File: config.mk
export PLATFORM = sky130hd
export DESIGN_NAME = mcheck_log
export DESIGN_NICKNAME = d
export VERILOG_FILES = /design/src/rtl/mcheck_pkg.sv /design/src/rtl/mcheck_screen.sv /design/src/rtl/mcheck_bank.sv /design/src/rtl/mcheck_log.sv
export SDC_FILE = /design/constraint.sdc
export NUM_CORES = 2
export LEC_CHECK = 0
export ABC_CLOCK_PERIOD_IN_PS = 5450
export BUFFER_PORTS_ARGS = -buffer_cell sky130_fd_sc_hd__buf_2
export CORE_ASPECT_RATIO = 0.6
export CORE_UTILIZATION = 25
export CTS_CLUSTER_DIAMETER = 200
export DETAILED_ROUTE_END_ITERATION = 6
export PLACE_DENSITY = 0.43
export SLEW_MARGIN = 20
export SYNTH_ARGS = -nofsm -noshare
export SYNTH_HDL_FRONTEND = slang
export SYNTH_SLANG_ARGS = --single-unit
File: constraint.sdc
create_clock -name clk -period 5.45 [get_ports clk]
set_input_delay 0.545 -clock clk [delete_from_list [all_inputs] [get_ports clk]]
set_output_delay 0.545 -clock clk [all_outputs]
set_load 0.05 [all_outputs]
File: src/rtl/mcheck_pkg.sv
package mcheck_pkg;
  localparam int MC_W     = 64;
  localparam int ST_VAL   = 63;
  localparam int ST_OVER  = 62;
  localparam int ST_UC    = 61;
  localparam int ST_AR    = 55;
  localparam int GS_MCIP  = 2;
  localparam int CAP_CTLP = 8;

  typedef enum logic [2:0] {
    ACT_REJECT,
    ACT_DROP,
    ACT_RESET,
    ACT_LOG_UC,
    ACT_LOG_CE,
    ACT_MARK_OVER
  } mc_act_e;

  function automatic logic [MC_W-1:0] with_over(input logic [MC_W-1:0] s, input logic set);
    return set ? (s | (64'd1 << ST_OVER)) : s;
  endfunction

  function automatic logic all_ones(input logic [MC_W-1:0] v);
    return &v;
  endfunction
endpackage

File: src/rtl/mcheck_screen.sv
module mcheck_screen
  import mcheck_pkg::*;
#(
  parameter int NUM_BANKS = 4
) (
  input  logic [MC_W-1:0] cap_i,
  input  logic [MC_W-1:0] gctl_i,
  input  logic            mce_en_i,
  input  logic            uncond_i,
  input  logic [7:0]      bank_i,
  input  logic [MC_W-1:0] status_i,
  input  logic [MC_W-1:0] gstat_i,
  input  logic [MC_W-1:0] sel_status_i,
  input  logic [MC_W-1:0] sel_ctl_i,
  output mc_act_e         act_o,
  output logic            in_range_o
);
  localparam logic [8:0] NB9 = 9'(NUM_BANKS);

  logic cap_zero, idx_bad, in_prog, is_uc, is_ar, ctl_block;

  always_comb begin
    cap_zero   = (cap_i == '0);
    in_range_o = ({1'b0, bank_i} < NB9);
    idx_bad    = (bank_i >= cap_i[7:0]) || !in_range_o;
    in_prog    = gstat_i[GS_MCIP];
    is_uc      = status_i[ST_UC];
    is_ar      = status_i[ST_AR];
    ctl_block  = (cap_i[CAP_CTLP] && !all_ones(gctl_i)) || !all_ones(sel_ctl_i);

    if (cap_zero || idx_bad || !status_i[ST_VAL])
      act_o = ACT_REJECT;
    else if (!uncond_i && !is_ar && in_prog)
      act_o = ACT_DROP;
    else if (is_uc) begin
      if (ctl_block)
        act_o = ACT_DROP;
      else if (in_prog || !mce_en_i)
        act_o = ACT_RESET;
      else
        act_o = ACT_LOG_UC;
    end
    else if (!sel_status_i[ST_VAL] || !sel_status_i[ST_UC])
      act_o = ACT_LOG_CE;
    else
      act_o = ACT_MARK_OVER;
  end
endmodule

File: src/rtl/mcheck_bank.sv
module mcheck_bank
  import mcheck_pkg::*;
(
  input  logic            clk,
  input  logic            rst_n,
  input  logic            wr_full_i,
  input  logic            wr_over_i,
  input  logic [MC_W-1:0] status_d_i,
  input  logic [MC_W-1:0] addr_d_i,
  input  logic [MC_W-1:0] misc_d_i,
  output logic [MC_W-1:0] status_o,
  output logic [MC_W-1:0] addr_o,
  output logic [MC_W-1:0] misc_o
);
  always_ff @(posedge clk) begin
    if (!rst_n) begin
      status_o <= '0;
      addr_o   <= '0;
      misc_o   <= '0;
    end else if (wr_full_i) begin
      status_o <= status_d_i;
      addr_o   <= addr_d_i;
      misc_o   <= misc_d_i;
    end else if (wr_over_i) begin
      status_o <= with_over(status_o, 1'b1);
    end
  end
endmodule

File: src/rtl/mcheck_log.sv
module mcheck_log
  import mcheck_pkg::*;
#(
  parameter int NUM_BANKS  = 4,
  parameter int BANK_IDX_W = (NUM_BANKS > 1) ? $clog2(NUM_BANKS) : 1
) (
  input  logic                      clk,
  input  logic                      rst_n,
  input  logic [63:0]               cap_i,
  input  logic [63:0]               gctl_i,
  input  logic                      mce_en_i,
  input  logic [64*NUM_BANKS-1:0]   bank_ctl_i,
  input  logic                      req_i,
  input  logic [7:0]                req_bank_i,
  input  logic [63:0]               req_status_i,
  input  logic [63:0]               req_gstat_i,
  input  logic [63:0]               req_addr_i,
  input  logic [63:0]               req_misc_i,
  input  logic                      req_uncond_i,
  input  logic [BANK_IDX_W-1:0]     rd_sel_i,
  output logic [63:0]               rd_status_o,
  output logic [63:0]               rd_addr_o,
  output logic [63:0]               rd_misc_o,
  output logic [63:0]               gstat_o,
  output logic                      done_o,
  output logic                      reject_o,
  output logic                      irq_o,
  output logic                      rst_req_o
);
  logic [MC_W-1:0] bk_status [NUM_BANKS];
  logic [MC_W-1:0] bk_addr   [NUM_BANKS];
  logic [MC_W-1:0] bk_misc   [NUM_BANKS];
  logic [MC_W-1:0] gstat_q;

  logic [BANK_IDX_W-1:0] sel;
  logic                  in_range;
  logic [MC_W-1:0]       sel_status, sel_ctl, new_status;
  mc_act_e               act;
  logic                  do_full, do_over;
  logic [NUM_BANKS-1:0]  bank_wr_full, bank_wr_over, bank_wr;

  always_comb begin
    sel        = in_range ? req_bank_i[BANK_IDX_W-1:0] : '0;
    sel_status = bk_status[sel];
    sel_ctl    = bank_ctl_i[64*sel +: 64];
    new_status = with_over(req_status_i, sel_status[ST_VAL]);
    do_full    = req_i && in_range && ((act == ACT_LOG_UC) || (act == ACT_LOG_CE));
    do_over    = req_i && in_range && (act == ACT_MARK_OVER);
  end

  mcheck_screen #(.NUM_BANKS(NUM_BANKS)) u_screen (
    .cap_i        (cap_i),
    .gctl_i       (gctl_i),
    .mce_en_i     (mce_en_i),
    .uncond_i     (req_uncond_i),
    .bank_i       (req_bank_i),
    .status_i     (req_status_i),
    .gstat_i      (gstat_q),
    .sel_status_i (sel_status),
    .sel_ctl_i    (sel_ctl),
    .act_o        (act),
    .in_range_o   (in_range)
  );

  for (genvar k = 0; k < NUM_BANKS; k++) begin : g_bank
    assign bank_wr_full[k] = do_full && (sel == BANK_IDX_W'(k));
    assign bank_wr_over[k] = do_over && (sel == BANK_IDX_W'(k));
    assign bank_wr[k]      = bank_wr_full[k] | bank_wr_over[k];
    mcheck_bank u_bank (
      .clk        (clk),
      .rst_n      (rst_n),
      .wr_full_i  (bank_wr_full[k]),
      .wr_over_i  (bank_wr_over[k]),
      .status_d_i (new_status),
      .addr_d_i   (req_addr_i),
      .misc_d_i   (req_misc_i),
      .status_o   (bk_status[k]),
      .addr_o     (bk_addr[k]),
      .misc_o     (bk_misc[k])
    );
  end

  always_ff @(posedge clk) begin
    if (!rst_n) begin
      gstat_q   <= '0;
      done_o    <= 1'b0;
      reject_o  <= 1'b0;
      irq_o     <= 1'b0;
      rst_req_o <= 1'b0;
    end else begin
      done_o    <= req_i;
      reject_o  <= req_i && (act == ACT_REJECT);
      irq_o     <= req_i && (act == ACT_LOG_UC);
      rst_req_o <= req_i && (act == ACT_RESET);
      if (req_i && (act == ACT_LOG_UC))
        gstat_q <= req_gstat_i;
    end
  end

  always_comb begin
    rd_status_o = bk_status[rd_sel_i];
    rd_addr_o   = bk_addr[rd_sel_i];
    rd_misc_o   = bk_misc[rd_sel_i];
    gstat_o     = gstat_q;
  end
endmodule

==> reports/metrics.yaml <==
grt_usage_pct: 20.68
cts_hold_buf: 0
yosys.area_share.simple_pct: 22.23
start_util_pct: 25.26
power_frac_seq_pct: 44.3
powerDensity_nw_per_um2: 230.2
fin_skew_ps: 29.81
clockBufferDepth: 3
ant_nets: 0
synth.largest_area_cell: "dfxtp_1"
fin_crit_sh_pct: 78.42
wl_per_cell_um: 23.16
cts-root-buf: "clkbuf_16"
leakage_uw: 0.02227
layout.cells.non_filler: 9392
synth_xor_xnor_area_share_pct: 0
yosysMostFrequentCell: "nand2_1"
crit_start: "req_bank_i[3]"
clock-sinks: 836
cts-resized-gates: 0
vdd.ir_drop.worst_mv: 0.2126
io_pins: 915
worstPathMaxFanout: 72
die_y_um: 348.1
ys_seq_area_share_pct: 33.54
grt_pass1_wl_um: 322500
setup_ws_ps: 1176
worstHoldStart: "req_gstat_i[60]"
fmax_mhz: 234.0
syn_area_um2: 49900
reg2reg_from: "gstat_o[2]"
netlist_instances: 6198
cts_setup_buffers: 0
dr.pass1.iters: 6
hold_depth: 3
async_reset_ff_share_pct: 0
hold_viol: 0
min_period_ps: 4274
slowest_stage: "or4_1"
die_w_um: 578.8
rsz0062_at_grt: "false"
yosysTopAreaCellShare_pct: 33.54
hold_path.class: "in -> reg"
syn_to_final_growth_pct: 20.05
die_area_um2: 201500
holdWs_ps: 85.38
power_switching_share_pct: 26.32
ys_ff_latch: 836
status: "complete, no violations"
yosys-mux-area-fraction_pct: 10.12
rr_worst_depth: 12
synth_compound_area_share_pct: 28.02
synth.cells.most_frequent: "nand2_1 (1738), dfxtp_1 (836), nor2_1 (775)"
post-place-cells: 9197
synth_top_family_by_area: "compound AO/OA/AOI/OAI gates"
syn_avg_cell_area_um2: 8.051
cts_tree: "yes"
drc: 0
grt_pass1_vias: 49010
post-place-ws_ps: 518.5
grt_overflow: 0
cp_data_required_time_ps: 5980
setup_tns_ps: 0
critPathArrivalTime_ps: 4810
num_vias: 52170
netSwitchingPower_uw: 3630
drt_iter0_markers: 4062
crit_top_cell: "buf_4"
finalMaxSlewViolations: 0
antenna_found_initial: 42
setup_viol: 0
p_comb_share_pct: 7.0
worstSkewPairLatency_ps: 710
core_area_um2: 197500
vias_per_cell: 5.555
fin_nets: 7335
yosys_most_used_dff: "dfxtp_1"
synth-adder-area-share_pct: 0.2006
synth_area_leaders: "dfxtp_1 (34%), a2bb2oi_1 (13%), nand2_1 (13%)"
slew_headroom_pct: 32.06
slowest_delay_ps: 820
grt_max_degree: 167
synth_nets: 6861
worst_slew_pin_slew_ps: 1019
yosysUniqueCellTypes: 62
fin_util_pct: 30.33
drive_above_1_share_pct: 21.16
synth_edf_count: 0
htree_levels: 3
crit_path_end_kind: "register"
routabilityCongestion: 0.8726
worstSetupPathType: "in -> reg"
yosysWarnings: 0
port_buffers: 914
drt-total-wl_um: 217600
cts_buffers: 97
crit_chain: "buf_2 > or4_1 > nor3_2 > a2111oi_0 > buf_4 > or3_1 > or4b_1 > nor4_4 > buf_4 > buf_12 > buf_4 > o311ai_0"
p_clk_share_pct: 48.7
fillers: 20740
start_kind: "input port"
drv_cap: 0
clk_pin_slew_worst_paths_ps: 60
std_cell_rows: 126
dp_hpwl_um: 136300
intPower_uw: 10160
## per-layer routing
| metal | vias up | track usage, % | wire length (µm) |
|---|---|---|---|
| met5 | - | 0.1674 | 151 |
| li1 | 24220 | - | - |
| met2 | 1643 | 33.22 | 100100 |
| met3 | 336 | 3.488 | 11850 |
| met4 | 20 | 7.539 | 7551 |
| met1 | 25950 | 27.73 | 97950 |
## state kept, by name, indices dropped and copies added, names as in the netlist
register / cells
reject_o: 1
done_o: 1
rst_req_o: 1
g_bank.u_bank.status_o: 256
g_bank.u_bank.addr_o: 256
irq_o: 1
g_bank.u_bank.misc_o: 256
gstat_o: 64
## logic make-up (layout without fill, tap and decap cells)
family / count (synthesis) / in the layout
adder cells (fa/ha/maj): 8 / 8
AO/OA/AOI/OAI: 1617 / 1617
AND/OR/NAND/NOR: 2774 / 2774
flip-flops: 836 / 836
other: 0 / 21
buffers and inverters: 699 / 1248
multiplexers: 264 / 264
## layout by cell type (no fill, tap or decap), types with 14 or more instances in the layout
| cell type | Yosys | final |
|---|---|---|
| mux2i_1 | 68 | 68 |
| clkbuf_1 | 488 | 24 |
| clkbuf_8 | 0 | 27 |
| o21ai_0 | 14 | 14 |
| buf_4 | 34 | 98 |
| a21oi_1 | 18 | 18 |
| mux4_2 | 192 | 192 |
| clkbuf_16 | 0 | 97 |
| diode_2 | 0 | 21 |
| o311ai_0 | 156 | 156 |
| nor4_1 | 30 | 29 |
| buf_12 | 0 | 49 |
| nand2_1 | 1738 | 1737 |
| a2bb2oi_1 | 756 | 756 |
| o311ai_1 | 601 | 601 |
| nand4_1 | 60 | 60 |
| nor2_1 | 775 | 774 |
| clkinv_2 | 0 | 14 |
| buf_2 | 139 | 911 |
| nor2b_1 | 70 | 70 |
| nand3_1 | 37 | 34 |
| dfxtp_1 | 836 | 836 |
## final timing paths
kind                                                     to  slack [ps]
worst max-delay path            g_bank[3].u_bank.misc_o[29]        1180
worst max register to register  g_bank[3].u_bank.misc_o[29]        1540
worst min-delay path                            gstat_o[60]          90
worst min register to register  g_bank[1].u_bank.addr_o[43]         500
## worst max-delay path: cells and delay by family
kind	cells	cell delay, ps
AO/OA/AOI/OAI	2	360
AND/OR/NAND/NOR	5	2600
buffers and inverters	5	1170
## power by group through the flow
stage / clock network, µW / logic, µW / registers (µW)
after detailed placement: 0 / 957 / 6250
after global routing: 7150 / 1040 / 6110
after global placement: 0 / 955 / 6250
after CTS: 6920 / 960 / 6110
final: 6710 / 968 / 6110
after floorplan: 0 / 434 / 6250
## final cells by class
cell class	count	area (µm²)	share of cell area (%)
clock inverters	26	260.3	0.4344
inverters	13	48.80	0.08146
clock buffers	148	2889	4.823
diodes	21	52.55	0.08772
repair buffers	1061	6321	10.55
flip-flops and latches	836	16740	27.94
multi-input cells	4663	30320	50.60
well taps	2624	3283	5.480
## metrics by stage
| stage | instance area (µm²) | power [µW] |
|---|---|---|
| 2_1_floorplan | 49900 | 6683 |
| 3_3_place_gp | 56700 | 7202 |
| 3_5_place_dp | 56700 | 7204 |
| 4_1_cts | 59850 | 13990 |
| 5_1_grt | 59900 | 14300 |
| 6_report | 59910 | 13790 |
No activity file was read; power rests on OpenSTA's default activity.
